$ cat config.mk
export PLATFORM = sky130hd
export DESIGN_NAME = lw_sram
export DESIGN_NICKNAME = d
export VERILOG_FILES = /design/src/rtl/lw_sram_pkg.sv /design/src/rtl/lw_sram_stages.sv /design/src/rtl/lw_sram_array.sv /design/src/rtl/lw_sram_rdout.sv /design/src/rtl/lw_sram.sv
export SDC_FILE = /design/constraint.sdc
export NUM_CORES = 1
export LEC_CHECK = 0
export CAP_MARGIN = 40
export CORE_MARGIN = 8
export CORE_UTILIZATION = 35
export CTS_BUF_LIST = sky130_fd_sc_hd__clkbuf_4
export DETAILED_ROUTE_END_ITERATION = 6
export PLACE_DENSITY = 0.54
export SLEW_MARGIN = 0
export SYNTH_ARGS = -nofsm -noshare
export SYNTH_HDL_FRONTEND = slang
export SYNTH_SLANG_ARGS = --single-unit
$ cat constraint.sdc
create_clock -name clk -period 2.64 [get_ports clk]
set_input_delay 0.528 -clock clk [delete_from_list [all_inputs] [get_ports clk]]
set_output_delay 0.528 -clock clk [all_outputs]
set_load 0.01 [all_outputs]
$ cat src/rtl/lw_sram_pkg.sv
package lw_sram_pkg;
    typedef enum logic [1:0] {
        OP_IDLE  = 2'd0,
        OP_READ  = 2'd1,
        OP_WRITE = 2'd2
    } op_e;
endpackage

$ cat src/rtl/lw_sram_stages.sv
// Two-stage record of accepted operations; stage 2 exists for the
// double late-write case.
module lw_sram_stages
    import lw_sram_pkg::*;
#(
    parameter int AW = 4,
    parameter int NB = 2
) (
    input  logic          clk,
    input  logic          rst_n,
    input  logic          issue,
    input  logic          is_wr,
    input  logic [AW-1:0] addr,
    input  logic [NB-1:0] be,
    output op_e           s1_op,
    output logic [AW-1:0] s1_addr,
    output logic [NB-1:0] s1_be,
    output op_e           s2_op,
    output logic [AW-1:0] s2_addr,
    output logic [NB-1:0] s2_be
);
    typedef struct packed {
        op_e           op;
        logic [AW-1:0] addr;
        logic [NB-1:0] be;
    } stage_t;

    typedef struct packed {
        stage_t s1;
        stage_t s2;
    } state_t;

    state_t st_d, st_q;

    always_comb begin
        st_d    = st_q;
        st_d.s2 = st_q.s1;
        if (issue) begin
            st_d.s1.op   = is_wr ? OP_WRITE : OP_READ;
            st_d.s1.addr = addr;
            st_d.s1.be   = be;
        end else begin
            st_d.s1.op   = OP_IDLE;
        end
    end

    always_ff @(posedge clk or negedge rst_n) begin
        if (!rst_n) begin
            st_q <= '{s1: '{op: OP_IDLE, addr: '0, be: '0},
                      s2: '{op: OP_IDLE, addr: '0, be: '0}};
        end else begin
            st_q <= st_d;
        end
    end

    assign s1_op   = st_q.s1.op;
    assign s1_addr = st_q.s1.addr;
    assign s1_be   = st_q.s1.be;
    assign s2_op   = st_q.s2.op;
    assign s2_addr = st_q.s2.addr;
    assign s2_be   = st_q.s2.be;
endmodule

$ cat src/rtl/lw_sram_array.sv
// Storage: one synchronous byte-masked write port, one combinational read port.
module lw_sram_array #(
    parameter int AW = 4,
    parameter int NB = 2,
    parameter int BW = 9,
    localparam int DW    = NB * BW,
    localparam int DEPTH = 1 << AW
) (
    input  logic          clk,
    input  logic          wr_en,
    input  logic [AW-1:0] waddr,
    input  logic [NB-1:0] wbe,
    input  logic [DW-1:0] wdata,
    input  logic [AW-1:0] raddr,
    output logic [DW-1:0] rdata
);
    logic [DW-1:0] mem [DEPTH];

    for (genvar b = 0; b < NB; b++) begin : g_lane
        always_ff @(posedge clk) begin
            if (wr_en && wbe[b]) begin
                mem[waddr][b*BW +: BW] <= wdata[b*BW +: BW];
            end
        end
    end

    assign rdata = mem[raddr];
endmodule

$ cat src/rtl/lw_sram_rdout.sv
// Output register for pipelined reads, with byte-wise forwarding from
// the write whose data lands on the same edge.
module lw_sram_rdout #(
    parameter int NB = 2,
    parameter int BW = 9,
    localparam int DW = NB * BW
) (
    input  logic          clk,
    input  logic          rst_n,
    input  logic          rd_live,
    input  logic [DW-1:0] mem_word,
    input  logic          fwd_hit,
    input  logic [NB-1:0] fwd_be,
    input  logic [DW-1:0] fwd_data,
    output logic          out_vld,
    output logic [DW-1:0] out_word
);
    typedef struct packed {
        logic          vld;
        logic [DW-1:0] word;
    } state_t;

    state_t        st_d, st_q;
    logic [DW-1:0] merged;

    for (genvar b = 0; b < NB; b++) begin : g_merge
        assign merged[b*BW +: BW] = (fwd_hit && fwd_be[b]) ? fwd_data[b*BW +: BW]
                                                            : mem_word[b*BW +: BW];
    end

    always_comb begin
        st_d     = st_q;
        st_d.vld = rd_live;
        if (rd_live) begin
            st_d.word = merged;
        end
    end

    always_ff @(posedge clk or negedge rst_n) begin
        if (!rst_n) begin
            st_q <= '{vld: 1'b0, word: '0};
        end else begin
            st_q <= st_d;
        end
    end

    assign out_vld  = st_q.vld;
    assign out_word = st_q.word;
endmodule

$ cat src/rtl/lw_sram.sv
module lw_sram
    import lw_sram_pkg::*;
#(
    parameter int AW = 4,
    parameter int NB = 2,
    parameter int BW = 9,
    localparam int DW = NB * BW
) (
    input  logic          clk,
    input  logic          rst_n,
    input  logic          pipe_mode,
    input  logic          sel_a,
    input  logic          sel_b,
    input  logic          sel_c,
    input  logic          we,
    input  logic [AW-1:0] addr,
    input  logic [NB-1:0] be,
    input  logic [DW-1:0] din,
    input  logic          oe,
    input  logic          sleep,
    output logic [DW-1:0] q,
    output logic          q_drive
);
    op_e           s1_op, s2_op;
    logic [AW-1:0] s1_addr, s2_addr;
    logic [NB-1:0] s1_be, s2_be;
    logic          issue;
    logic          wr_en;
    logic [AW-1:0] waddr;
    logic [NB-1:0] wbe;
    logic [DW-1:0] rdata;
    logic          fwd_hit;
    logic          s1_rd;
    logic          preg_vld;
    logic [DW-1:0] preg_word;
    logic          data_vld;

    assign issue = sel_a && sel_b && sel_c && !sleep;

    lw_sram_stages #(.AW(AW), .NB(NB)) u_stages (
        .clk     (clk),
        .rst_n   (rst_n),
        .issue   (issue),
        .is_wr   (we),
        .addr    (addr),
        .be      (be),
        .s1_op   (s1_op),
        .s1_addr (s1_addr),
        .s1_be   (s1_be),
        .s2_op   (s2_op),
        .s2_addr (s2_addr),
        .s2_be   (s2_be)
    );

    // The write whose data is on din this cycle sits in stage 2 when
    // pipelined and in stage 1 when flow-through.
    always_comb begin
        if (pipe_mode) begin
            wr_en = (s2_op == OP_WRITE);
            waddr = s2_addr;
            wbe   = s2_be;
        end else begin
            wr_en = (s1_op == OP_WRITE);
            waddr = s1_addr;
            wbe   = s1_be;
        end
    end

    lw_sram_array #(.AW(AW), .NB(NB), .BW(BW)) u_array (
        .clk   (clk),
        .wr_en (wr_en),
        .waddr (waddr),
        .wbe   (wbe),
        .wdata (din),
        .raddr (s1_addr),
        .rdata (rdata)
    );

    assign s1_rd   = (s1_op == OP_READ);
    assign fwd_hit = pipe_mode && s1_rd && (s2_op == OP_WRITE) && (s2_addr == s1_addr);

    lw_sram_rdout #(.NB(NB), .BW(BW)) u_rdout (
        .clk      (clk),
        .rst_n    (rst_n),
        .rd_live  (pipe_mode && s1_rd),
        .mem_word (rdata),
        .fwd_hit  (fwd_hit),
        .fwd_be   (s2_be),
        .fwd_data (din),
        .out_vld  (preg_vld),
        .out_word (preg_word)
    );

    assign data_vld = pipe_mode ? preg_vld : s1_rd;
    assign q        = pipe_mode ? preg_word : rdata;
    assign q_drive  = data_vld && oe && !sleep;
endmodule

### Yosys cells after proc, flatten, opt, wreduce, memory -nomap -nowiden

Memory sizes are Yosys's and may differ from the RTL's.
Cells that the tools add are included.

| storage, ports and cells | value |
|---|---|
| flip-flop bits (word level) | 35 |
| RAM bits | 288 |
| input port bits | 33 |
| output and inout port bits | 19 |
| logic and storage cells | 39 |
| memories kept | 1 |

| cells by class | value |
|---|---|
| equality and inequality tests | 4 |
| multiplexer cells | 13 |
| reduce and logical (&&, ||, !) cells | 13 |

Memories:

| name | depth | bits a word | rd ports | clocked after Yosys merged registers in | write ports | RTL line | source |
|---|---|---|---|---|---|---|---|
| u_array.mem | 16 | 18 | 1 | 0 | 1 | lw_sram_array.sv:17 | `logic [DW-1:0] mem [DEPTH];` |

Operators with widths:

| cell | count |
|---|---|
| $mux W18 | 1 |
| $mux W9 | 2 |
| $logic_and A1 B1 Y1 | 12 |
| $mux W1 | 6 |
| $mux W2 | 3 |
| $eq A2 B2 Y1 const B | 2 |
| $eq A4 B4 Y1 | 1 |
| $mux W4 | 1 |
| $eq A2 B1 Y1 const B | 1 |
| $logic_not A1 Y1 | 1 |

### Longest topological paths before layout

| depth | value |
|---|---|
| depth in word-level cells | 6 |
| gate-level depth with buffers | 7 |
| depth with buffers taken out | 4 |

### By module

Synthesis repeated with hierarchy kept, for this count alone.

| second synthesis, totals | value |
|---|---|
| cells, all modules | 671 |
| area total of the unflattened synthesis | 13,105.1 µm² |

By module, submodules not included:

| module | instances | cells each | area an instance (µm²) | sequential area each (µm²) |
|---|---|---|---|---|
| lw_sram_array | 1 | 494 | 11,098.1 | 8,648.3 |
| lw_sram_rdout | 1 | 103 | 1,026.0 | 475.5 |
| lw_sram_stages | 1 | 33 | 574.3 | 400.4 |
| lw_sram | 1 | 41 | 406.6 | 0.0 |

### Worst setup path after synthesis

No wires, ideal clock.

| timing | value |
|---|---|
| path type | flip-flop to output port |
| start point | register u_stages.st_q, in the netlist u_stages.s1_addr[0] |
| end point | output port q[0] |
| arrival | 1.733 ns |
| required time | 2.112 ns |
| setup slack | 0.379 ns |
| cell stages (with the launch flop) | 7 |
| cells stage by stage | dfrtp_1 > buf_6 > buf_2 > mux4_2 > a22o_1 > nor2_1 > o21ai_0 |

| on the way | value |
|---|---|
| longest elaborated chain between the ends | 2 |

RTL lines:

| item | RTL line | source |
|---|---|---|
| from (decl) | lw_sram_stages.sv:33 | `state_t st_d, st_q;` |
| from (signal assigned) | lw_sram_stages.sv:49 | `st_q <= '{s1: '{op: OP_IDLE, addr: '0, be: '0},` |
| from (signal assigned) | lw_sram_stages.sv:52 | `st_q <= st_d;` |
| $mem_v2 Z16 W18 | -- |  |
| $mux W18 | lw_sram.sv:95 | `assign q = pipe_mode ? preg_word : rdata;` |
| to (decl) | lw_sram.sv:21 | `output logic [DW-1:0] q,` |

No other way between the ends.

### Worst setup path in the final report

| timing | value |
|---|---|
| start point | register u_stages.st_q, in the netlist u_stages.s1_addr[0] |
| end point | output port q[12] |

The elaborated chain is that of the path after synthesis.

==> results.md <==
* CP Cell Sequence: buf_12 > buf_12 > buf_12 > mux4_2 > a22o_4 > nor2_4 > o21ai_1 > buf_2
* Maximum vdd ir drop at 0.000216 V
* Max Slew Vio Count at 0
* Worst EP required at 2.11 ns
* Max FO, Critical Path at 8
* Clock Path Buffers at 3
* Failing checks: setup timing
* Die H at 207 µm
* Clock-pin slew on the worst setup and hold paths at 0.07 ns
* Post-synth EDFFs at 288
* Status: complete, but fails checks
* CP max-delay cell: dfrtp_4
* WP buf/inv at 4
* Multi-input gate area at 3120 µm²
* Worst Setup Path Type: flop to output pin
* Fillers at 3158
* Area delta synth->final at 25.6%
* Reg area at 9530 µm²
* # Max-Cap Violations at 0
* #FFs+latches synth at 323
* Largest family of logic cells by synthesized area: multiplexers
* Antenna violations before repair at 2
* Crit share post-route at 123%
* Die width at 207 µm
* Crit Reg-Reg Endpoint: u_rdout.out_word[12]
* Startpoint types: flop
* Fin nets at 927
* Clk_lat worst skew at 0.71 ns
* Vias per cell at 5.02
* Crit. End Element: output pin
* Clock sink total at 323
* Gr ovfl total at 0
* Share of layout cells above drive strength 1 at 40.2%
* Syn Std Cell Area at 12800 µm²
* Hold/Removal Path Class: primary input to async pin
* Worst setup margin at -0.600 ns
* Fraction of registers with async set/reset at 10.8%
* Synthesized-area fraction occupied by and/or/nand/nor cells at 4.55%
* Synth Area in Adders at 0%
* Total nets after synthesis at 706
* Reg2Reg Setup Slack at -0.30 ns
* TritonCTS buffer count at 82
* Synth Flop Type: edfxtp_1
* Core area at 36300 µm²
* GPL Wtd Cong at 0.725
* Crit. Startpoint: u_stages.s1_addr[0]
* FMAX at 309 MHz
* P_leak at 0.00574 µW
* Clock skew at 0.0332 ns
* Non-Filler Instances at 1429
* Vias in the first global route at 7899
* H-tree depth at 3
* # rows at 70
* Port Buf Inserts at 51
* Detailed placement HPWL at 19100 µm
* Most common cell after layout, fill and taps aside: edfxtp_1
* Sequential share of the synthesized area at 74.3%
* Top Ports at 52
* Worst rel slew slack at 48.2%
* Critical path's most frequent cell: buf_12
* Post-layout min period at 3.24 ns
* Via count at 7179
* CP delay by family, top: buffers and inverters
* PwrDens at 803 nW/µm²
* Die Area at 43000 µm²
* Post-synthesis mux area share at 13.3%
* Final hold violations at 0
* Data arrival, critical path at 2.71 ns
* Placed insts at 1228
* Syn avg cell area at 19.0 µm²
* Stages on worst setup path at 8
* DR pass1 iterations at 5
* Critical R2R Launch: u_stages.s1_addr[0]
* First-pass GRT wire length at 47100 µm
* Final routed DRC violation total at 0
* Largest net degree at the start of global routing at 39
* XOR/XNOR Fraction of Synth Area at 0.273%
* Post-synthesis compound-gate area fraction at 5.08%
* Routed WL per cell at 21.6 µm
* CTS tree: done
* 1st-iter DRT viols at 506
* Synth warnings at 0
* Final setup violation count at 19
* Tot Pwr at 12900 µW
* Yosys cell types at 34
* Unrepaired setup endpoints after global routing: yes
* DRT Wirelength at 30800 µm
* Global Route Usage Sum at 14.3%
* CP max stage delay at 0.52 ns
* Reg2reg path depth at 18
* Detail Route Antenna Nets at 0
* CTS root buf: clkbuf_4
* Most frequent cells in the layout: edfxtp_1, clkbuf_4, mux4_2, buf_4, nand2_1
* Final Hold Slack at 0.198 ns
* Final core occ at 44.3%
* Slew at the pin closest to its max-slew limit at 0.774 ns
* Syn Inst Count at 673
* Initial Utilization at 35.2%
routing by layer:
metal	track usage, %	routed length (µm)	up-vias
met5	0	0	-
met4	5.30	504	0
met3	3.74	1980	38
met2	23.2	15000	239
met1	18.4	13300	3687
li1	-	-	3215
synth_stat cells (3+ instances only):
master / number / area [µm²]
nand2b_1: 8 / 50.1
buf_2: 12 / 60.1
dfrtp_1: 35 / 876
o21ai_0: 18 / 90.1
nand2_1: 38 / 143
o221ai_1: 18 / 158
nor3_1: 3 / 15.0
mux2_2: 6 / 67.6
nor2_2: 15 / 93.8
a31oi_1: 4 / 25.0
buf_1: 4 / 15.0
a22o_1: 36 / 315
mux4_2: 72 / 1620
nor3b_1: 5 / 37.5
buf_6: 3 / 33.8
xor2_1: 4 / 35.0
a21oi_1: 5 / 25.0
nor2_1: 40 / 150
clkbuf_1: 12 / 45.0
inv_1: 24 / 90.1
edfxtp_1: 288 / 8650
worst max path at each step:
stage                        to  slack (ns)
after floorplan            q[0]        0.38
after global placement    q[17]       -0.27
after detailed placement  q[17]       -0.27
after CTS                 q[13]       -0.67
after global routing      q[12]       -0.70
final                     q[12]       -0.60
area by class of cell:
class,instances,share of cell area [%]
flip-flops and latches,323,59.2
multi-input cells,289,19.4
repair buffers,174,10.7
clock buffers,118,5.51
well taps,468,3.64
clock inverters,30,0.886
inverters,24,0.560
diodes,3,0.0467
worst register-to-register path: cells and delay by family, from the launching register on:
kind	cells	cell delay [ns]
buf+inv	14	1.37
flops	1	0.52
mux	1	0.43
compound gates	2	0.38
simple gates	1	0.12
flip-flops by register name, indices dropped and copies added, names as in the netlist:
signal,cells
u_array.mem,288
u_rdout.out_vld,1
u_rdout.out_word,18
u_stages.s1_addr,4
u_stages.s1_be,2
u_stages.s1_op,2
u_stages.s2_addr,4
u_stages.s2_be,2
u_stages.s2_op,2
what timing repair did:
action,4_1_cts,5_1_grt
buffers inserted,41,16
endpoints found under the hold margin,35,0
gates cloned,3,0
endpoints found under the setup margin,19,21
pin swaps,35,18
hold buffers,1,0
resized for setup,136,40
kinds of logic after synthesis:
logic type	after synthesis
flops	323
simple gates	120
compound gates	85
mux	80
buf+inv	61
xor+xnor	4
power breakdown:
group	total [µW]	switching [µW]	leakage, µW	internal, µW
Combinational	2980	1330	0.00208	1650
Sequential	5820	125	0.00304	5700
Clock	4120	1960	0.000626	2160
per-stage QoR:
stage	worst slack [ns]	setup TNS [ns]	area, µm²
3_5_place_dp	-0.265	-3.73	14400
5_1_grt	-0.701	-12.36	16100
4_1_cts	-0.670	-11.23	15900
3_3_place_gp	-0.266	-3.35	14400
2_1_floorplan	0.379	0	12800
6_report	-0.600	-9.93	16100
Power figures use the tool's default switching activity.
